[src/rtl/bmu_pkg.sv]
package bmu_pkg;
    localparam int SYM_W = 16;
    localparam int LANES = 4;

    typedef logic signed [SYM_W-1:0] sym_t;

    localparam sym_t SYM_MAX = {1'b0, {(SYM_W-1){1'b1}}};
    localparam sym_t SYM_MIN = {1'b1, {(SYM_W-1){1'b0}}};

    // Add two symbols, clamping to the signed range.
    function automatic sym_t sat_add(input sym_t a, input sym_t b);
        logic [SYM_W:0] wide;
        wide = {a[SYM_W-1], a} + {b[SYM_W-1], b};
        if (wide[SYM_W] != wide[SYM_W-1])
            return wide[SYM_W] ? SYM_MIN : SYM_MAX;
        return sym_t'(wide[SYM_W-1:0]);
    endfunction

    // Negate, with the most negative value mapped to the most positive.
    function automatic sym_t sat_neg(input sym_t a);
        if (a == SYM_MIN)
            return SYM_MAX;
        return -a;
    endfunction
endpackage

[src/rtl/bmu_term.sv]
module bmu_term
    import bmu_pkg::*;
(
    input  sym_t soft_i,
    input  sym_t code_i,
    output sym_t term_o
);
    // Sign-keyed select replaces a multiply.
    always_comb begin
        if (code_i == '0)
            term_o = '0;
        else if (code_i[SYM_W-1])
            term_o = sat_neg(soft_i);
        else
            term_o = soft_i;
    end
endmodule

[src/rtl/bmu_branch.sv]
module bmu_branch
    import bmu_pkg::*;
(
    input  logic [LANES*SYM_W-1:0] soft_i,
    input  logic [LANES*SYM_W-1:0] code_i,
    output sym_t                   metric_o
);
    localparam int PAIRS = LANES / 2;

    sym_t term_w [LANES];
    sym_t pair_w [PAIRS];

    for (genvar k = 0; k < LANES; k++) begin : g_lane
        bmu_term i_term (
            .soft_i (sym_t'(soft_i[k*SYM_W +: SYM_W])),
            .code_i (sym_t'(code_i[k*SYM_W +: SYM_W])),
            .term_o (term_w[k])
        );
    end

    // First level: adjacent lanes summed pairwise.
    for (genvar p = 0; p < PAIRS; p++) begin : g_pair
        always_comb pair_w[p] = sat_add(term_w[2*p], term_w[2*p+1]);
    end

    // Second level: the two pair sums.
    always_comb metric_o = sat_add(pair_w[0], pair_w[1]);
endmodule

[src/rtl/bmu_core.sv]
module bmu_core
    import bmu_pkg::*;
#(
    parameter int NUM_BR = 8,
    parameter int RATE   = 4
)(
    input  logic                          clk,
    input  logic                          rst_n,
    input  logic                          in_valid,
    input  logic [LANES*SYM_W-1:0]        soft_in,
    input  logic [NUM_BR*LANES*SYM_W-1:0] code_tbl,
    output logic                          out_valid,
    output logic [NUM_BR*SYM_W-1:0]       metric_out
);
    localparam int USED_LANES = (RATE == 2) ? 2 : ((RATE == 3) ? 3 : 4);
    localparam int STEP_W     = LANES * SYM_W;
    localparam int OUT_W      = NUM_BR * SYM_W;
    localparam logic [STEP_W-1:0] LANE_MASK =
        {STEP_W{1'b1}} >> ((LANES - USED_LANES) * SYM_W);

    typedef struct packed {
        logic             vld;
        logic [OUT_W-1:0] metric;
    } state_t;

    state_t state_d, state_q;

    logic [STEP_W-1:0] soft_eff;
    logic [OUT_W-1:0]  metric_w;

    // Lanes beyond the code rate are zeroed so one datapath serves all rates.
    always_comb soft_eff = soft_in & LANE_MASK;

    for (genvar b = 0; b < NUM_BR; b++) begin : g_br
        bmu_branch i_branch (
            .soft_i   (soft_eff),
            .code_i   (code_tbl[b*STEP_W +: STEP_W]),
            .metric_o (metric_w[b*SYM_W +: SYM_W])
        );
    end

    always_comb begin
        state_d     = state_q;
        state_d.vld = in_valid;
        if (in_valid)
            state_d.metric = metric_w;
    end

    always_ff @(posedge clk) begin
        if (!rst_n)
            state_q <= '0;
        else
            state_q <= state_d;
    end

    assign out_valid  = state_q.vld;
    assign metric_out = state_q.metric;
endmodule

[config.mk]
export PLATFORM = sky130hd
export DESIGN_NAME = bmu_core
export DESIGN_NICKNAME = d
export VERILOG_FILES = /design/src/rtl/bmu_pkg.sv /design/src/rtl/bmu_term.sv /design/src/rtl/bmu_branch.sv /design/src/rtl/bmu_core.sv
export SDC_FILE = /design/constraint.sdc
export NUM_CORES = 2
export LEC_CHECK = 0
export BUFFER_PORTS_ARGS = -buffer_cell sky130_fd_sc_hd__buf_2
export CAP_MARGIN = 20
export CORE_ASPECT_RATIO = 0.9
export CORE_MARGIN = 10
export CORE_UTILIZATION = 40
export DETAILED_ROUTE_END_ITERATION = 16
export PLACE_DENSITY = 0.65
export SLEW_MARGIN = 20
export SYNTH_ARGS = -nofsm -noshare
export SYNTH_HDL_FRONTEND = slang
export SYNTH_HIERARCHICAL = 1
export SYNTH_SLANG_ARGS = --single-unit
[constraint.sdc]
create_clock -name clk -period 19.1 [get_ports clk]
set_input_delay 2.865 -clock clk [delete_from_list [all_inputs] [get_ports clk]]
set_output_delay 2.865 -clock clk [all_outputs]
set_load 0.005 [all_outputs]
==> reports/summary.md <==
For this run, the total global-route usage over all layers was measured as 25.69%. Worst min-delay path category: register to register. The depth of the CTS H-tree came out at 4. The HPWL after detailed placement is 138200 um. The netlist uses 105 different library cells.

The category of the worst setup path capture point was a register. TritonCTS created 17 clock buffers. During placement, the flow inserted port buffers numbering 707. The tools report the post-synthesis sequential area ratio as 5.555%.

Summed over all layers, the global routing overflow is 0. The finished cells cover 0.05125 mm^2. Top cell type by total area after synthesis: sky130_fd_sc_hd__ha_1. The post-layout minimum cycle time was 9786 ps; the number of design-rule violations left by the first detailed-router iteration was 4833. After synthesis, the largest area contributor takes up 11.20% of total cell area. Post-detailed-routing wire length: 180100 um. Across the VDD grid, the largest voltage drop is 0.1008 mV.

The number of synthesized register bits was 129; the combined area of the multi-input logic cells was 0.04115 mm^2. Entering global routing, the biggest net connects 77 pins. TritonCTS built the clock tree. The number of vias after detailed routing is 51.61k, and the chip width is 379.3 um.

The tools report the total DRC errors in the routed layout as 0. In the synthesized netlist the async set-or-reset flop fraction comes to 0%. The combined flip-flop and latch cell area was 0.002582 mm^2; the routed length per instance was 21.84 um. The worst setup path category is primary input to register. The logs give 19490 ps for the required time at the endpoint of the critical path and 0 for the buffers inserted during post-CTS setup optimization.

The die boundary height works out to 343.4 um. For the number of inserted filler cells in the final layout, the log shows 11.68k. The tools report the core footprint as 0.1152 mm^2. The die area was 0.1303 mm^2; the layout net count was 7748.

Once the clock tree was built, the resizer swapped 0 gates to a different size. In this run the tightest slew margin relative to its limit is 30.39%. Combined area of all synthesized cells: 0.04649 mm^2. The number of antenna violations at the first check in global routing came out at 2.

Synthesis handed over a netlist of 6226 instances. Across the run, the number of max-cap violations was 0. STA puts the critical path data arrival time at 10180 ps. The final count of pins violating max slew is 0.

The run gives 0 as the number of buffers inserted by hold repair at cts. By area the synthesized netlist is led by sky130_fd_sc_hd__ha_1, sky130_fd_sc_hd__a21oi_1, sky130_fd_sc_hd__xor2_1. For the setup TNS after final layout, the log shows 0 ps. The run gives 0 as the number of hold violations in the final report.

Setup slack on the worst reg-to-reg path comes out at 18190 ps. After layout, the design draws a total of 0.007290 W. For the total placed instance area, the log shows 0.05066 mm^2.

The average instance in the mapped netlist occupies 7.467 um^2. 708 I/O pins were placed. The detail route stage leaves a number of antenna-violating nets equal to 0. The area growth from synthesis to layout is 10.25%.

The clock latency on the worst-skew pair is 510 ps. The cell at the root of the clock tree was sky130_fd_sc_hd__clkbuf_16. Clock-pin slew was measured on the worst setup and hold paths at 60 ps.

The run finished with clean final reports. Counting every sink on the clock net gives 129. For the setup-violating endpoint count in the final report, the log shows 0. In this run the static leakage power is 21.91 nW. Counting along the longest clock path gives a buffer depth of 2. The fmax is 102.2 MHz, and the final critical-path share of the clock period is 51.24%.

In this run the power density over the cells is 142.2 mW/mm^2. The tools report the synthesis warning total as 6. Setup repair after global routing left no endpoint under its margin. The commonest cells after synthesis are sky130_fd_sc_hd__a21oi_1, sky130_fd_sc_hd__ha_1, sky130_fd_sc_hd__nor2_1. Along the worst path, the maximum fanout reaches 32. The ratio of routed vias to standard cells came out at 6.260. STA classifies the critical path startpoint as a primary input.

The tools report the number of global-route vias before repair as 48.12k. The net count of the mapped netlist was 7245. For this configuration, the core starts out at a cell density of 40.37%. At the end of routability-driven placement, the weighted congestion stood at 0.9925. The top flip-flop cell by instance count after synthesis was sky130_fd_sc_hd__dfxtp_1. On the final layout, the worst clock skew is 0 ps. The ratio of cells with drive above 1 in the final layout works out to 18.69%. In this run the core area contains 118 standard-cell rows. In this run, synthesis inferred 0 flip-flops with an integrated enable.

The transition time of the tightest slew-check pin came out at 1039 ps. The first global-routing pass estimated 272000 um of wire. The pre-antenna-repair detailed-routing pass consisted of 6 iterations.

The most common cell in the netlist was sky130_fd_sc_hd__a21oi_1.
==> worst max-delay path: stages <==
cell and delay [ps]:
sky130_fd_sc_hd__buf_2 580, sky130_fd_sc_hd__inv_1 190, sky130_fd_sc_hd__ha_1 270, sky130_fd_sc_hd__or2b_2 200
sky130_fd_sc_hd__nor4_4 70, sky130_fd_sc_hd__nand4b_4 180, sky130_fd_sc_hd__a21oi_1 120, sky130_fd_sc_hd__ha_1 280
sky130_fd_sc_hd__fa_1 430, sky130_fd_sc_hd__a211oi_1 270, sky130_fd_sc_hd__nor2_1 170, sky130_fd_sc_hd__a31o_2 320
sky130_fd_sc_hd__a221oi_2 360, sky130_fd_sc_hd__o31ai_2 100, sky130_fd_sc_hd__buf_4 180, sky130_fd_sc_hd__nor2_1 470
sky130_fd_sc_hd__a21oi_1 120, sky130_fd_sc_hd__ha_1 470, sky130_fd_sc_hd__a21oi_1 380, sky130_fd_sc_hd__o22ai_1 130
sky130_fd_sc_hd__a2bb2oi_1 270, sky130_fd_sc_hd__a31oi_1 840, sky130_fd_sc_hd__nand2_1 320, sky130_fd_sc_hd__a21oi_1 240
sky130_fd_sc_hd__a21oi_1 90, sky130_fd_sc_hd__mux2i_1 180, sky130_fd_sc_hd__nor2b_1 60
==> final cells by class <==
type / count / area share, %
Antenna cell: 2 / 0.009765
Clock buffer: 20 / 0.8910
Clock inverter: 12 / 0.2612
Inverter: 282 / 2.065
Multi-Input combinational cell: 5534 / 80.30
Sequential cell: 129 / 5.039
Tap cell: 1500 / 3.662
Timing Repair Buffer: 765 / 7.775
==> through the flow <==
step	cells	hold slack [ps]	util [%]	setup WS, ps
after global placement	8210	489.6	43.99	9137
after floorplan	6226	507.3	-	10640
final	8244	510.0	44.51	9314
after global routing	8242	540.6	44.50	8714
after CTS	8242	516.7	44.50	9503
after detailed placement	8210	501.1	43.99	8964
==> sequential cells by signal, indices dropped and copies added (netlist names) <==
| register | flops |
|---|---|
| metric_out | 128 |
| out_valid | 1 |
==> metal layers <==
| layer | share of wire (%) | global-route usage (%) |
|---|---|---|
| met1 | 42 | 32.97 |
| met2 | 45 | 41.73 |
| met3 | 8.2 | 5.090 |
| met4 | 4.1 | 10.47 |
| met5 | 0.0061 | 0 |
==> cell usage in the layout, fill, tap and decap left out, drive strengths merged, types with 36 or more instances in the layout <==
cell type    n
a2111oi     36
a211oi      84
a21o       146
a21oi      916
a31o        96
a31oi       67
and3        37
and4        39
buf        764
dfxtp      129
ha         416
inv        283
maj3       105
mux2i      179
nand2      267
nand2b      37
nand3      101
nand4       51
nor2       386
nor2b      162
nor3        78
nor4       243
o211ai      66
o21a        51
o21ai      411
o21bai      82
o31ai      151
o41ai       40
or2b        38
or3         70
or4        128
xnor2      246
xor2       376
==> path summary, 6_finish.rpt <==
| check | to | start | cells past startpoint |
|---|---|---|---|
| hold / removal | metric_out[85] | metric_out[85] | 2 |
| setup / recovery | metric_out[62] | soft_in[48] | 27 |
| hold reg to reg | metric_out[85] | metric_out[85] | 2 |
| setup reg to reg | metric_out[40] | metric_out[40] | 2 |
==> logic make-up after synthesis <==
kind of cell	count (synthesis)	synth area share [%]
xor gates and xnor gates	622	11.85
AOI/OAI and AO/OA	2399	33.90
DFF	129	5.555
and+or+nand+nor	1781	24.18
adders and majority gates	545	14.54
muxes	187	4.048
buffers and inverters	563	5.916
==> where the power goes <==
group | internal, W | switching, W
Combinational | 0.00254 | 0.00395
Sequential | 0.000377 | 0.0000685
Clock | 0.000199 | 0.000162
Total | 0.00311 | 0.00418
(Power assumes the default switching activity.)
